### src/rtl/req_enc_pkg.sv
package req_enc_pkg;
   localparam logic [7:0] CH_READ  = 8'h52;
   localparam logic [7:0] CH_WRITE = 8'h57;
   localparam logic [7:0] CH_CR    = 8'h0D;
   localparam logic [7:0] CH_LF    = 8'h0A;

   // nibble to uppercase hex character
   function automatic logic [7:0] nib_to_ascii(input logic [3:0] n);
      if (n < 4'd10) return 8'h30 + {4'h0, n};
      else           return 8'h37 + {4'h0, n};
   endfunction
endpackage

### src/rtl/req_frame_seq.sv
module req_frame_seq
   import req_enc_pkg::*;
#(
   parameter int AW = 16,
   parameter int DW = 16
)(
   input  logic          clk,
   input  logic          rst_n,
   input  logic          load,
   input  logic          ld_write,
   input  logic [AW-1:0] ld_addr,
   input  logic [DW-1:0] ld_data,
   input  logic          take,
   output logic          busy,
   output logic          last,
   output logic [7:0]    byte_o
);
   localparam int AN     = AW / 4;
   localparam int DN     = DW / 4;
   localparam int RD_LEN = AN + 3;
   localparam int WR_LEN = AN + DN + 3;
   localparam int IW     = $clog2(WR_LEN);

   logic [IW-1:0] idx;
   logic          f_write;
   logic [AW-1:0] f_addr;
   logic [DW-1:0] f_data;
   logic [AW-1:0] a_sh;
   logic [DW-1:0] d_sh;
   int            pos;
   int            flen;

   assign last = busy && (idx == (f_write ? IW'(WR_LEN - 1) : IW'(RD_LEN - 1)));

   always_ff @(posedge clk or negedge rst_n) begin
      if (!rst_n) begin
         busy    <= 1'b0;
         idx     <= '0;
         f_write <= 1'b0;
         f_addr  <= '0;
         f_data  <= '0;
      end else if (load) begin
         busy    <= 1'b1;
         idx     <= '0;
         f_write <= ld_write;
         f_addr  <= ld_addr;
         f_data  <= ld_data;
      end else if (take) begin
         if (last) busy <= 1'b0;
         else      idx  <= idx + 1'b1;
      end
   end

   always_comb begin
      pos    = int'(idx);
      flen   = f_write ? WR_LEN : RD_LEN;
      a_sh   = '0;
      d_sh   = '0;
      byte_o = CH_LF;
      if (pos == 0) begin
         byte_o = f_write ? CH_WRITE : CH_READ;
      end else if (pos <= AN) begin
         a_sh   = f_addr >> (4 * (AN - pos));
         byte_o = nib_to_ascii(a_sh[3:0]);
      end else if (f_write && pos <= AN + DN) begin
         d_sh   = f_data >> (4 * (AN + DN - pos));
         byte_o = nib_to_ascii(d_sh[3:0]);
      end else if (pos == flen - 2) begin
         byte_o = CH_CR;
      end
   end
endmodule

### src/rtl/req_read_pacer.sv
module req_read_pacer #(
   parameter int CHUNK  = 256,
   parameter int RD_LEN = 7
)(
   input  logic                        clk,
   input  logic                        rst_n,
   input  logic                        rd_accept,
   input  logic                        resp_strobe,
   output logic                        read_ok,
   output logic                        owed,
   output logic                        paid,
   output logic [$clog2(CHUNK+1)-1:0]  rd_cnt
);
   localparam int CW = $clog2(CHUNK + 1);
   localparam int OW = $clog2(CHUNK * RD_LEN + 1);

   logic [OW-1:0] outst;

   assign owed    = (outst != '0);
   assign paid    = resp_strobe && owed;
   assign read_ok = (rd_cnt < CW'(CHUNK)) || !owed;

   always_ff @(posedge clk or negedge rst_n) begin
      if (!rst_n) begin
         outst  <= '0;
         rd_cnt <= '0;
      end else begin
         outst  <= outst + (rd_accept ? OW'(RD_LEN) : '0) - (paid ? OW'(1) : '0);
         rd_cnt <= (owed ? rd_cnt : '0) + (rd_accept ? CW'(1) : '0);
      end
   end
endmodule

### src/rtl/req_resp_watchdog.sv
module req_resp_watchdog #(
   parameter int LIMIT = 1000000
)(
   input  logic clk,
   input  logic rst_n,
   input  logic pending,
   input  logic progress,
   input  logic clr,
   output logic flag
);
   localparam int TW = $clog2(LIMIT + 1);

   logic [TW-1:0] cnt;
   logic          stalled;

   assign stalled = pending && !progress;

   always_ff @(posedge clk or negedge rst_n) begin
      if (!rst_n) begin
         cnt  <= '0;
         flag <= 1'b0;
      end else begin
         if (!stalled)                cnt <= '0;
         else if (cnt != TW'(LIMIT))  cnt <= cnt + 1'b1;

         if (clr)                                       flag <= 1'b0;
         else if (stalled && cnt >= TW'(LIMIT - 1))     flag <= 1'b1;
      end
   end
endmodule

### src/rtl/ascii_req_encoder.sv
module ascii_req_encoder #(
   parameter int ADDR_W      = 16,
   parameter int DATA_W      = 16,
   parameter int CHUNK_REQS  = 256,
   parameter int TIMEOUT_CYC = 1000000
)(
   input  logic              clk,
   input  logic              rst_n,
   input  logic              cmd_valid,
   output logic              cmd_ready,
   input  logic              cmd_write,
   input  logic [ADDR_W-1:0] cmd_addr,
   input  logic [DATA_W-1:0] cmd_data,
   output logic [7:0]        out_byte,
   output logic              out_valid,
   input  logic              out_ready,
   input  logic              resp_strobe,
   output logic              chunk_busy,
   output logic              resp_timeout,
   input  logic              timeout_clr
);
   localparam int RD_LEN = ADDR_W / 4 + 3;
   localparam int CNT_W  = $clog2(CHUNK_REQS + 1);

   if (ADDR_W < 4 || ADDR_W % 4 != 0) begin : g_bad_addr_w
      $error("ADDR_W must be a positive multiple of 4");
   end
   if (DATA_W < 4 || DATA_W % 4 != 0) begin : g_bad_data_w
      $error("DATA_W must be a positive multiple of 4");
   end
   if (CHUNK_REQS < 1) begin : g_bad_chunk
      $error("CHUNK_REQS must be at least 1");
   end
   if (TIMEOUT_CYC < 1) begin : g_bad_timeout
      $error("TIMEOUT_CYC must be at least 1");
   end

   logic             seq_busy;
   logic             seq_last;
   logic             take;
   logic             accept;
   logic             read_ok;
   logic             paid;
   logic [CNT_W-1:0] rd_in_chunk;

   assign take      = out_valid && out_ready;
   assign cmd_ready = (!seq_busy || (take && seq_last)) && (cmd_write || read_ok);
   assign accept    = cmd_valid && cmd_ready;
   assign out_valid = seq_busy;

   req_frame_seq #(.AW(ADDR_W), .DW(DATA_W)) u_seq (
      .clk      (clk),
      .rst_n    (rst_n),
      .load     (accept),
      .ld_write (cmd_write),
      .ld_addr  (cmd_addr),
      .ld_data  (cmd_data),
      .take     (take),
      .busy     (seq_busy),
      .last     (seq_last),
      .byte_o   (out_byte)
   );

   req_read_pacer #(.CHUNK(CHUNK_REQS), .RD_LEN(RD_LEN)) u_pacer (
      .clk         (clk),
      .rst_n       (rst_n),
      .rd_accept   (accept && !cmd_write),
      .resp_strobe (resp_strobe),
      .read_ok     (read_ok),
      .owed        (chunk_busy),
      .paid        (paid),
      .rd_cnt      (rd_in_chunk)
   );

   req_resp_watchdog #(.LIMIT(TIMEOUT_CYC)) u_wdog (
      .clk      (clk),
      .rst_n    (rst_n),
      .pending  (chunk_busy),
      .progress (paid),
      .clr      (timeout_clr),
      .flag     (resp_timeout)
   );
endmodule

### config.mk
export PLATFORM = sky130hd
export DESIGN_NAME = ascii_req_encoder
export DESIGN_NICKNAME = d
export VERILOG_FILES = /design/src/rtl/req_enc_pkg.sv /design/src/rtl/req_frame_seq.sv /design/src/rtl/req_read_pacer.sv /design/src/rtl/req_resp_watchdog.sv /design/src/rtl/ascii_req_encoder.sv
export SDC_FILE = /design/constraint.sdc
export NUM_CORES = 1
export LEC_CHECK = 0
export BUFFER_PORTS_ARGS = -buffer_cell sky130_fd_sc_hd__buf_2
export CAP_MARGIN = 20
export CORE_UTILIZATION = 64
export DETAILED_ROUTE_END_ITERATION = 7
export PLACE_DENSITY_LB_ADDON = 0.12
export SLEW_MARGIN = 5
export SYNTH_ARGS = -nofsm -noshare
export SYNTH_HDL_FRONTEND = slang
export SYNTH_SLANG_ARGS = --single-unit
### constraint.sdc
create_clock -name clk -period 9.15 [get_ports clk]
set_input_delay 0.915 -clock clk [delete_from_list [all_inputs] [get_ports clk]]
set_output_delay 0.915 -clock clk [all_outputs]
set_load 0.02 [all_outputs]
==> impl_summary.log <==
[metrics] Hold Path Stages: 1
[metrics] count of cell types in the netlist: 62
[metrics] port buffer count: 49
[metrics] # placed instances: ~560
[metrics] Internal Power: 1158 uW
[metrics] setup repair after global routing missed its margin: no
[metrics] routed wire length: around 9100 um
[metrics] layout-stage area growth over the synthesis result: 9.786%
[metrics] clock slew at the register clock pins of the worst setup and hold paths: 0.08 ns
[metrics] worst-case headroom to the max-slew limit: 0.3413
[metrics] final worst path period share: 0.4687
[metrics] Slew @ Worst Pin: about 1 ns
[metrics] clock root buffer: clkbuf_8
[metrics] total setup buffers inserted after CTS: 0
[metrics] count of inserted antenna diode cells: 0
[metrics] Min Clock Period, post-route: between 4 and 5 ns
[metrics] fraction of power consumed by sequential logic: 0.299
[metrics] violation count after the first detailed-routing iteration: 214
[metrics] Max rail drop VDD: 0.0002828 V
[metrics] total global-route track usage: 0.2606
[metrics] portion of the post-synthesis area used by sequential elements: 0.4225
[metrics] worst-case clock skew: between 0.01 and 0.015 ns
[metrics] area enclosed by the die boundary: between 7000 and 8000 um^2
[metrics] Syn Nets: 489
[metrics] floorplan die width: between 80 and 90 um
[metrics] top cells by area, synth: dfrtp_1 (42%), mux2_4 (8.3%), ha_1 (6.1%)
[metrics] Post-CTS Hold Fix Bufs: 0
[metrics] average wire per standard cell: 15.79 um
[metrics] Synth Warn #: 0
[metrics] area of the multi-input gates: 2469 um^2
[metrics] kind of path behind the tightest hold check: flip-flop to flip-flop
[metrics] NumNets Final: 536
[metrics] maximum number of buffers from clock root to sink: 2
[metrics] Max Fanout on Critical Path: 15
[metrics] Synth Area in Simple Gates: 0.1607
[metrics] insertion delay of the later-clocked pin in the worst-skew pair: about 0.35 ns
[metrics] fmax: ~230 MHz
[metrics] Setup crit start kind: flip-flop
[metrics] Starting Density: 0.6739
[metrics] adder-cell share of the synthesized area: 0.06578
[metrics] clock sink total: 79
[metrics] share of total power in the clock network: 0.150
[metrics] CP Class: flip-flop to primary output
[metrics] final setup violating endpoints: 0
[metrics] top_reg_cell synth: dfrtp_1
[metrics] via count normalized by instance count: 5.678
[metrics] number of DRC violations after detailed routing: 0
[metrics] number of primary I/O pins: between 50 and 60
[metrics] number of cells upsized or downsized after cts: 0
[metrics] post-synthesis cell type with the largest combined area: dfrtp_1
[metrics] H-Tree Depth: 3
[metrics] final weighted congestion in routability-driven placement: 0.8723
[metrics] xor/xnor cell area share of the yosys netlist: 0.07112
[metrics] required arrival time at the worst endpoint: 8.24 ns
[metrics] number of iterations in the first detailed-routing pass: 4
[metrics] Layout fillers: 500
[metrics] maximum number of pins on one net before global-route repair: 80
[metrics] Final Max Slew Viols: 0
[metrics] site row count: 30
[metrics] arrival time worst endpoint: about 3.4 ns
[metrics] global-route wire length before repair: 15060 um
[metrics] total CTS buffers: 9
[metrics] number of endpoints with negative hold slack in the final report: 0
[metrics] number of global-route vias before repair: 3214
[metrics] Sw Share: 0.4088
[metrics] endpoint class of the critical path: primary output
[metrics] proportion of layout cells with a drive suffix above 1: 0.2573
[metrics] average footprint of a synthesized cell: about 11 um^2
[metrics] combinational family with the most area after synthesis: simple AND/OR/NAND/NOR gates
[metrics] Core Box Area: 6944 um^2
[metrics] leading cell types in the layout, fill and taps excluded: dfrtp_1 (79), buf_2 (48), nor2_1 (44), nand2_1 (28), mux2_4 (26)
[metrics] combinational share of power: 0.551
[metrics] vias post-DR: between 3000 and 4000
[metrics] status: finished, final reports clean
[metrics] max cap viols: 0
[metrics] Static Leakage: 0.002370 uW
[metrics] most common cell after layout, fill and taps aside: dfrtp_1
[metrics] initial antenna violation count: 0
[metrics] synthesized instance count: 426
[metrics] TritonCTS clock tree: built
[metrics] mapped cell area: 4679 um^2
[metrics] power per cell area: 381.2 nW/um^2
[metrics] net switching power: 800.5 uW
[metrics] area fraction in compound gates after synthesis: 0.08128
[metrics] Storage cell area: 1977 um^2
[metrics] post-layout instance count excluding filler cells: 574
[metrics] share of the synthesized area in the top cell type: 0.4225
[metrics] share of synthesized area spent on multiplexers: 0.1479
[metrics] total negative slack for setup checks: 0 ns
[metrics] number of enable flip-flop cells after synthesis: 0
[metrics] die height: approximately 88 um
[metrics] Synth async-reset ratio: 1.000
[metrics] count of cells along the worst register-to-register path: 18
[metrics] HPWL after detailed placement: 6295 um
[metrics] grt ovf: 0
[metrics] number of flip-flops and latches in the synthesized netlist: 79
[metrics] count of antenna-violating nets left after detailed routing: 0
## per-stage QoR
| stage | hold WS (ns) | util | cell area (um^2) | setup WS, ns | total power (uW) |
|---|---|---|---|---|---|
| 3_3_place_gp | 0.4895 | 0.7068 | 4908 | 5.330 | 1615 |
| 6_report | 0.5136 | 0.7398 | 5137 | 4.861 | 1958 |
| 4_1_cts | 0.5131 | 0.7398 | 5137 | 4.859 | 1959 |
| 3_5_place_dp | 0.4904 | 0.7068 | 4908 | 5.265 | 1652 |
| 2_1_floorplan | 0.4757 | - | 4679 | 5.547 | 1444 |
| 5_1_grt | 0.5314 | 0.7398 | 5137 | 4.478 | 2111 |
## sequential cells by signal (all words and copies together), names as in the netlist
register        flops
u_seq.f_data       16
u_pacer.rd_cnt      9
u_pacer.outst      11
u_wdog.flag         1
u_seq.idx           4
u_seq.f_addr       16
u_seq.busy          1
u_seq.f_write       1
u_wdog.cnt         20
## path summary, 6_finish.rpt
path | from | to | slack [ns]
max reg2reg | u_pacer.outst[8] | u_pacer.outst[10] | 5.37
max | u_seq.idx[0] | out_byte[2] | 4.86
max in group asynchronous | rst_n | u_pacer.rd_cnt[6] | 7.80
min reg2reg | u_seq.f_addr[3] | u_seq.f_addr[3] | 0.51
min | u_seq.f_addr[3] | u_seq.f_addr[3] | 0.51
min in group asynchronous | rst_n | u_seq.f_data[7] | 0.71
## cell type report
type / count / area share
clock buffer: 10 / 0.02679
clock inverter: 6 / 0.01778
sequential: 79 / 0.3848
multi-input combinational: 310 / 0.4805
tap: 96 / 0.02338
timing repair buffer: 49 / 0.04822
inverter: 24 / 0.01851
## routing by layer
layer | wire length, um | global-route usage | vias to the layer above
met1 | 4118 | 0.3352 | 1597
met3 | 307 | 0.06825 | 14
met5 | 0 | 0 | -
li1 | - | - | 1581
met2 | 4476 | 0.4354 | 67
met4 | 164 | 0.07899 | 0
## synthesized netlist by cell type, drive strengths merged (4+ instances only)
library cell and number:
a21o 4, a21oi 20, and3 7, buf 9, clkbuf 4, dfrtp 79
ha 23, inv 24, mux2 33, mux4 8, nand2 28, nand2b 4
nand3 13, nand4 5, nor2 45, nor3 4, nor4 6, o21ai 17
or2 4, or3 6, xnor2 15, xor2 23
## power groups by stage
stage,combinational (uW),clock [uW],sequential [uW]
final,1080,294,586
after global routing,1190,316,602
after CTS,1070,300,585
after detailed placement,1060,0,590
after global placement,1030,0,584
after floorplan,905,0,539
## critical path, cell delays in order (launching register included)
cell	delay (ns)
dfrtp_1	0.79
inv_1	0.20
ha_1	0.32
nor2b_1	0.15
a211oi_1	0.54
nand2_1	0.11
ha_1	0.25
and4b_1	0.18
o21ai_0	0.20
o211ai_1	0.11
buf_2	0.17
## cells by family (layout without fill, tap and decap cells)
logic type / after synthesis / count (layout)
AO/OA/AOI/OAI: 62 / 62
XOR/XNOR: 38 / 38
adder cells (fa/ha/maj): 24 / 24
buffers and inverters: 37 / 89
flip-flops: 79 / 79
multiplexers: 44 / 44
other: 1 / 1
AND/OR/NAND/NOR: 141 / 141
Note: power is estimated with default switching activity, not from simulation.
